### config.mk
export PLATFORM = sky130hd
export DESIGN_NAME = sensor_link_master
export DESIGN_NICKNAME = d
export VERILOG_FILES = /design/src/rtl/sensor_link_pkg.sv /design/src/rtl/sensor_link_timer.sv /design/src/rtl/sensor_link_shifter.sv /design/src/rtl/sensor_link_master.sv
export SDC_FILE = /design/constraint.sdc
export NUM_CORES = 1
export LEC_CHECK = 0
export ABC_CLOCK_PERIOD_IN_PS = 4700
export BUFFER_PORTS_ARGS = -buffer_cell sky130_fd_sc_hd__buf_2
export CORE_MARGIN = 1
export CORE_UTILIZATION = 50
export CTS_CLUSTER_DIAMETER = 100
export CTS_CLUSTER_SIZE = 25
export DETAILED_ROUTE_END_ITERATION = 8
export MAX_ROUTING_LAYER = met4
export PLACE_DENSITY_LB_ADDON = 0.05
export SLEW_MARGIN = 20
export SYNTH_ARGS = -nofsm -noshare
export SYNTH_HDL_FRONTEND = slang
export SYNTH_SLANG_ARGS = --single-unit
### constraint.sdc
create_clock -name clk -period 4.7 [get_ports clk]
set_clock_uncertainty 0.2 [all_clocks]
set_input_delay 0.47 -clock clk [delete_from_list [all_inputs] [get_ports clk]]
set_output_delay 0.47 -clock clk [all_outputs]
set_load 0.02 [all_outputs]
### src/rtl/sensor_link_pkg.sv
package sensor_link_pkg;

    localparam int BYTE_W = 8;
    localparam logic [BYTE_W-1:0] BURST_ADDR = 8'h63;

    typedef enum logic [1:0] {
        OP_READ   = 2'b00,
        OP_WRITE  = 2'b01,
        OP_BURST  = 2'b10,
        OP_RESYNC = 2'b11
    } link_op_e;

    typedef enum logic [3:0] {
        ST_IDLE, ST_TX_LO, ST_TX_HI, ST_TURN, ST_RX_LO,
        ST_RX_HI, ST_TAIL, ST_RSYNC, ST_FIN
    } link_state_e;

    typedef enum logic [1:0] {
        SEG_ADDR, SEG_FIRST, SEG_SECOND
    } link_seg_e;

    typedef struct packed {
        link_op_e          op;
        logic [BYTE_W-1:0] wdata;
    } link_cmd_t;

    function automatic logic [BYTE_W-1:0] addr_byte(link_op_e op, logic [BYTE_W-2:0] a);
        case (op)
            OP_WRITE: return {1'b1, a};
            OP_BURST: return BURST_ADDR;
            default:  return {1'b0, a};
        endcase
    endfunction

    function automatic int cycles_of(int us, int per_us);
        return (us * per_us < 1) ? 1 : us * per_us;
    endfunction

    function automatic int max_of(int a, int b);
        return (a > b) ? a : b;
    endfunction

endpackage

### src/rtl/sensor_link_timer.sv
module sensor_link_timer #(
    parameter int CW = 8
) (
    input  logic          clk,
    input  logic          rst,
    input  logic          load,
    input  logic [CW-1:0] load_val,
    output logic          zero
);
    logic [CW-1:0] cnt;

    always_ff @(posedge clk) begin
        if (rst)
            cnt <= '0;
        else if (load)
            cnt <= load_val;
        else if (cnt != '0)
            cnt <= cnt - 1'b1;
    end

    assign zero = (cnt == '0);
endmodule

### src/rtl/sensor_link_shifter.sv
module sensor_link_shifter
    import sensor_link_pkg::*;
(
    input  logic              clk,
    input  logic              rst,
    input  logic              load,
    input  logic [BYTE_W-1:0] load_val,
    input  logic              shift,
    input  logic              in_bit,
    output logic [BYTE_W-1:0] q
);
    always_ff @(posedge clk) begin
        if (rst)
            q <= '0;
        else if (load)
            q <= load_val;
        else if (shift)
            q <= {q[BYTE_W-2:0], in_bit};
    end


    msb_first_chk: assert property (@(posedge clk) disable iff (rst)
        (shift && !load) |=> (q[BYTE_W-1:1] == $past(q[BYTE_W-2:0])));
endmodule

### src/rtl/sensor_link_master.sv
module sensor_link_master
    import sensor_link_pkg::*;
#(
    parameter int CLK_PER_US   = 16,
    parameter int TX_HOLD_US   = 2,
    parameter int RX_SETUP_US  = 1,
    parameter int RX_HIGH_US   = 1,
    parameter int TURN_US      = 4,
    parameter int TAIL_US      = 1,
    parameter int RESYNC_US    = 1
) (
    input  logic        clk,
    input  logic        rst,
    input  logic        cmd_valid,
    output logic        cmd_ready,
    input  logic [1:0]  cmd_op,
    input  logic [6:0]  cmd_addr,
    input  logic [7:0]  cmd_wdata,
    output logic        rsp_done,
    output logic [7:0]  rsp_rdata,
    output logic [7:0]  rsp_dx,
    output logic [7:0]  rsp_dy,
    output logic        sclk,
    output logic        sdio_out,
    output logic        sdio_oe,
    input  logic        sdio_in,
    output logic        cs_n
);
    localparam int C_TX   = cycles_of(TX_HOLD_US, CLK_PER_US);
    localparam int C_RXS  = cycles_of(RX_SETUP_US, CLK_PER_US);
    localparam int C_RXH  = cycles_of(RX_HIGH_US, CLK_PER_US);
    localparam int C_TURN = cycles_of(TURN_US, CLK_PER_US);
    localparam int C_TAIL = cycles_of(TAIL_US, CLK_PER_US);
    localparam int C_RS   = cycles_of(RESYNC_US, CLK_PER_US);
    localparam int C_MAX  = max_of(max_of(max_of(C_TX, C_RXS), max_of(C_RXH, C_TURN)),
                                   max_of(C_TAIL, C_RS));
    localparam int CW     = $clog2(C_MAX + 1);
    localparam int BW     = $clog2(BYTE_W);
    localparam logic [BW-1:0] BIT_LAST = BW'(BYTE_W - 1);
    localparam logic [CW-1:0] TV_TX   = CW'(C_TX - 1);
    localparam logic [CW-1:0] TV_RXS  = CW'(C_RXS - 1);
    localparam logic [CW-1:0] TV_RXH  = CW'(C_RXH - 1);
    localparam logic [CW-1:0] TV_TURN = CW'(C_TURN - 1);
    localparam logic [CW-1:0] TV_TAIL = CW'(C_TAIL - 1);
    localparam logic [CW-1:0] TV_RS   = CW'(C_RS - 1);

    link_state_e       state, nxt;
    link_seg_e         seg;
    link_cmd_t         cmd_q;
    link_op_e          op_in;
    logic [BW-1:0]     bitn;
    logic              tmr_load, tmr_zero;
    logic [CW-1:0]     tmr_val;
    logic              sh_load, sh_shift, sh_in;
    logic [BYTE_W-1:0] sh_val, sh_q;
    logic [BYTE_W-1:0] rd_q, dx_q, dy_q;

    assign op_in = link_op_e'(cmd_op);

    sensor_link_timer #(.CW(CW)) u_timer (
        .clk(clk), .rst(rst), .load(tmr_load), .load_val(tmr_val), .zero(tmr_zero)
    );

    sensor_link_shifter u_shift (
        .clk(clk), .rst(rst), .load(sh_load), .load_val(sh_val),
        .shift(sh_shift), .in_bit(sh_in), .q(sh_q)
    );

    always_comb begin
        nxt      = state;
        tmr_load = 1'b0;
        tmr_val  = '0;
        sh_load  = 1'b0;
        sh_val   = '0;
        sh_shift = 1'b0;
        sh_in    = 1'b0;
        case (state)
            ST_IDLE: if (cmd_valid) begin
                tmr_load = 1'b1;
                if (op_in == OP_RESYNC) begin
                    nxt     = ST_RSYNC;
                    tmr_val = TV_RS;
                end else begin
                    nxt     = ST_TX_LO;
                    tmr_val = TV_TX;
                    sh_load = 1'b1;
                    sh_val  = addr_byte(op_in, cmd_addr);
                end
            end
            ST_TX_LO: if (tmr_zero) nxt = ST_TX_HI;
            ST_TX_HI: begin
                sh_shift = 1'b1;
                if (bitn != BIT_LAST) begin
                    nxt      = ST_TX_LO;
                    tmr_load = 1'b1;
                    tmr_val  = TV_TX;
                end else if (seg == SEG_ADDR) begin
                    nxt      = ST_TURN;
                    tmr_load = 1'b1;
                    tmr_val  = TV_TURN;
                end else begin
                    nxt = ST_FIN;
                end
            end
            ST_TURN: if (tmr_zero) begin
                tmr_load = 1'b1;
                if (cmd_q.op == OP_WRITE) begin
                    nxt     = ST_TX_LO;
                    tmr_val = TV_TX;
                    sh_load = 1'b1;
                    sh_val  = cmd_q.wdata;
                end else begin
                    nxt     = ST_RX_LO;
                    tmr_val = TV_RXS;
                end
            end
            ST_RX_LO: if (tmr_zero) begin
                sh_shift = 1'b1;
                sh_in    = sdio_in;
                nxt      = ST_RX_HI;
                tmr_load = 1'b1;
                tmr_val  = TV_RXH;
            end
            ST_RX_HI: if (tmr_zero) begin
                if (bitn != BIT_LAST || (cmd_q.op == OP_BURST && seg == SEG_FIRST)) begin
                    nxt      = ST_RX_LO;
                    tmr_load = 1'b1;
                    tmr_val  = TV_RXS;
                end else if (cmd_q.op == OP_READ) begin
                    nxt      = ST_TAIL;
                    tmr_load = 1'b1;
                    tmr_val  = TV_TAIL;
                end else begin
                    nxt = ST_FIN;
                end
            end
            ST_TAIL, ST_RSYNC: if (tmr_zero) nxt = ST_FIN;
            ST_FIN: nxt = ST_IDLE;
            default: nxt = ST_IDLE;
        endcase
    end

    always_ff @(posedge clk) begin
        if (rst) begin
            state <= ST_IDLE;
            seg   <= SEG_ADDR;
            bitn  <= '0;
            cmd_q <= '{op: OP_READ, wdata: '0};
            rd_q  <= '0;
            dx_q  <= '0;
            dy_q  <= '0;
        end else begin
            state <= nxt;
            case (state)
                ST_IDLE: if (cmd_valid) begin
                    cmd_q <= '{op: op_in, wdata: cmd_wdata};
                    seg   <= SEG_ADDR;
                    bitn  <= '0;
                end
                ST_TX_HI: bitn <= bitn + 1'b1;
                ST_TURN:  if (tmr_zero) begin
                    seg  <= SEG_FIRST;
                    bitn <= '0;
                end
                ST_RX_HI: if (tmr_zero) begin
                    bitn <= bitn + 1'b1;
                    if (bitn == BIT_LAST) begin
                        if (cmd_q.op == OP_READ) begin
                            rd_q <= sh_q;
                        end else if (seg == SEG_FIRST) begin
                            dx_q <= sh_q;
                            seg  <= SEG_SECOND;
                        end else begin
                            dy_q <= sh_q;
                        end
                    end
                end
                default: ;
            endcase
        end
    end

    assign cmd_ready = (state == ST_IDLE);
    assign cs_n      = (state == ST_IDLE) || (state == ST_FIN);
    assign sclk      = !((state == ST_TX_LO) || (state == ST_RX_LO));
    assign sdio_oe   = (state == ST_TX_LO) || (state == ST_TX_HI);
    assign sdio_out  = sh_q[BYTE_W-1];
    assign rsp_done  = (state == ST_FIN);
    assign rsp_rdata = rd_q;
    assign rsp_dx    = dx_q;
    assign rsp_dy    = dy_q;


    idle_lines_chk: assert property (@(posedge clk) disable iff (rst)
        cs_n |-> (sclk && !sdio_oe));

    ready_idle_chk: assert property (@(posedge clk) disable iff (rst)
        cmd_ready |-> cs_n);

    done_pulse_chk: assert property (@(posedge clk) disable iff (rst)
        rsp_done |=> !rsp_done);

    turn_release_chk: assert property (@(posedge clk) disable iff (rst)
        ($fell(sdio_oe) && !cs_n) |-> sclk);

    tx_hold_chk: assert property (@(posedge clk) disable iff (rst)
        ($fell(sclk) && sdio_oe) |=> $stable(sdio_out));

    resync_no_clk_chk: assert property (@(posedge clk) disable iff (rst)
        (state == ST_RSYNC) |-> (sclk && !sdio_oe));
endmodule

==> run summary <==
Slew @ Worst Pin - 1.03 ns
Worst EP required - 4.72 ns
Nets - 385
Comb pwr share - 33.8%
Number of synthesized register bits - 58
Hold path endpoint - cmd_q[1]$_SDFFE_PP0P_
Post-CTS setup buffers - 0
Critical path class - reg -> reg
Total number of yosys warnings - 0
Final cell count without fillers - 433
Slowest CP cell - nor2_1
Footprint of the multi-input gates - 0.00149 sq mm
Hold Violations, Final - 0
Global-route wire length before repair - 10600 um
Clock Path Buffers - 2
Post-CTS Resized - 0
Vias - 2392
IO Count - 51
Worst-skew pair later-pin latency - 0.33 ns
Crit path capture type - register
Post-route ant nets - 0
Antenna violations before repair - 0
Clock Pin Slew Worst Setup and Hold Paths - 0.07 ns
Clock power share - 28.0%
Net Sw Frac - 37.8%
Crit path max fanout - 17
Ant diodes - 0
Initial Utilization - 53.0%
Leakage - 1.46 nW
Placer Congestion - 0.856
Power Density - 559 mW/mm^2
Seq pwr share - 38.2%
Avg WL per Cell - 14.6 um
Number of synthesized flops with an enable pin - 0
Setup Viol. Count Final - 0
Placed cell count - 418
Post-detail-place hpwl - 4360 um
Worst reg2reg startpoint - state[0]$_SDFFE_PP0P_
Register area - 0.00116 sq mm
Min cycle time layout - 2.77 ns
Drt total wl - 6300 um
Count of pins over their slew limit - 0
CTS Sinks - 58
Placeable Area - 0.00520 sq mm
TritonRoute pass-1 iters - 5
HP Start - cmd_wdata[1]
Commonest non-fill, non-tap cells in the layout - dfxtp_1 (58), buf_2 (50), nand2_1 (38), nor2_1 (36), mux2i_1 (30)
Min setup slack post-route - 1.93 ns
Number of cell rows - 26
CTS buffer count - 9
Flop2flop setup slack - 1.93 ns
Vias/cell - 5.52
Status - finished, final reports clean
NetSw - 0.000684 W
DIE HEIGHT - 76.3 um
Fillcell total - 496
Total gr overflow - 0
Seq/Total Area, Yosys - 42.1%
CTS tree - done
Vias in the first global route - 2158
Sum Neg Setup Slack - 0 ns
Synth Cell Area - 0.00276 sq mm
Netlist cell types - 48
Dominant synthesized flop cell - dfxtp_1
Synth Instances - 315
GRT Total Usage - 24.0%
Async set or reset register ratio after synthesis - 0%
Max-cap violations - 0
DRT iter0 DRCs - 163
Setup WS pre-CTS - 1.93 ns
Relative slew slack - 31.3%
Syn-to-layout area delta - 17.4%
Total power - 0.00181 W
Horiz. Die Dim - 76.3 um
Share of post-route cells with drive strength above 1 - 20.4%
Final Cycle Share - 58.9%
P_int - 0.00113 W
Peak VDD IR - 0.000380 V
Syn_area_per_cell - 8.75 sq um
Die area - 0.00581 sq mm
DRC Markers - 0
Most common cell after layout, fill and taps aside - dfxtp_1
Arrival time at the worst endpoint - 2.79 ns
Worst path cell trace - or4_4 > nor2_1 > a21oi_1 > o221a_2 > a221oi_1
Hold Crit Class - in -> reg
Worst flop-to-flop path endpoint - u_timer.cnt[4]$_SDFFE_PP0P_
Cell count of the worst reg-to-reg path - 5
Hold Path Depth - 3
Largest net degree at the start of global routing - 58
Syn_nets - 341
CTS H-tree lvls - 3
CTS Hold Bufs - 0
Root Buffer - clkbuf_8
Max Fclk - 0.361 GHz
Port Buffer Count - 50
Highest cell delay on the worst timing path - 0.65 ns
Worst setup SP type - register
RSZ-0062 raised after global routing - false
==> Yosys cell counts (2+ instances only) <==
cell type	instances	share of area (%)
dfxtp_1	58	42
nand2_1	38	5.2
nor2_1	36	4.9
mux2i_1	30	11
a21oi_1	21	3.8
nor3_1	14	2.5
o21ai_0	13	2.4
clkbuf_1	9	1.2
inv_1	8	1.1
buf_2	7	1.3
a221oi_1	6	1.9
a22oi_1	6	1.6
nor2b_1	6	1.4
a31oi_1	5	1.1
ha_1	5	2.3
nand3_1	5	0.91
a211oi_1	4	1.1
nand2b_1	3	0.68
nand3b_1	3	0.82
o211ai_1	3	0.82
or3_1	3	0.68
a2111oi_0	2	0.64
and2_1	2	0.45
nor3_4	2	1.2
o211a_1	2	0.73
xnor2_1	2	0.64
==> power by group through the flow <==
stage               registers, W  logic [W]  clock network [W]
floorplan               0.000648   0.000510                  0
global placement        0.000696   0.000599                  0
detailed placement      0.000700   0.000603                  0
CTS                     0.000690   0.000606           0.000514
global route            0.000709   0.000680           0.000540
finish                  0.000691   0.000611           0.000507
==> critical path, delay by kind of cell, from the launching register on <==
family / cells / cell delay (ns)
simple gates: 2 / 1.27
compound gates: 3 / 0.71
flops: 1 / 0.47
==> worst max path at each step <==
stage / start / end / cells past startpoint
after floorplan: state[0]$_SDFFE_PP0P_ / rsp_done / 3
after global placement: state[0]$_SDFFE_PP0P_ / u_timer.cnt[4]$_SDFFE_PP0P_ / 5
after detailed placement: state[0]$_SDFFE_PP0P_ / u_timer.cnt[4]$_SDFFE_PP0P_ / 5
after CTS: state[0]$_SDFFE_PP0P_ / u_timer.cnt[4]$_SDFFE_PP0P_ / 5
after global routing: state[0]$_SDFFE_PP0P_ / u_timer.cnt[4]$_SDFFE_PP0P_ / 5
final: state[0]$_SDFFE_PP0P_ / u_timer.cnt[4]$_SDFFE_PP0P_ / 5
==> through the flow <==
step	util [%]	area, sq um	hold WS [ns]
floorplan	-	2760	0.236
global placement	57.9	3010	0.244
detailed placement	57.9	3010	0.249
CTS	62.1	3230	0.158
global route	62.2	3240	0.171
finish	62.2	3240	0.170
==> cells by family (layout without fill, tap and decap cells) <==
kind of cell	after synthesis	after routing	synth area share, %
fa+ha+maj	5	5	2.27
compound gates	69	69	16.4
mux	30	30	10.9
buf+inv	25	73	3.99
simple gates	125	125	23.3
flops	58	58	42.1
xor+xnor	3	3	0.953
==> final cells by class <==
type | count | share of cell area [%]
Clock buffer | 10 | 4.25
Clock inverter | 5 | 2.44
Inverter | 8 | 0.928
Multi-Input combinational cell | 232 | 46.1
Sequential cell | 58 | 35.9
Tap cell | 70 | 2.71
Timing Repair Buffer | 50 | 7.73
==> metal layers <==
metal | part of all wire [%] | global-route usage (%) | up-vias
li1 | - | - | 1216
met1 | 50 | 32.8 | 1082
met2 | 43 | 34.7 | 85
met3 | 5.9 | 4.43 | 9
met4 | 1.2 | 10.4 | 0
met5 | 0 | - | -
==> flip-flops by register name (all words and copies together) (netlist names) <==
signal / count
bitn: 3
cmd_q: 10
rsp_dx: 8
rsp_dy: 8
rsp_rdata: 8
seg: 2
state: 4
u_shift.q: 8
u_timer.cnt: 7
(Power assumes the default switching activity.)
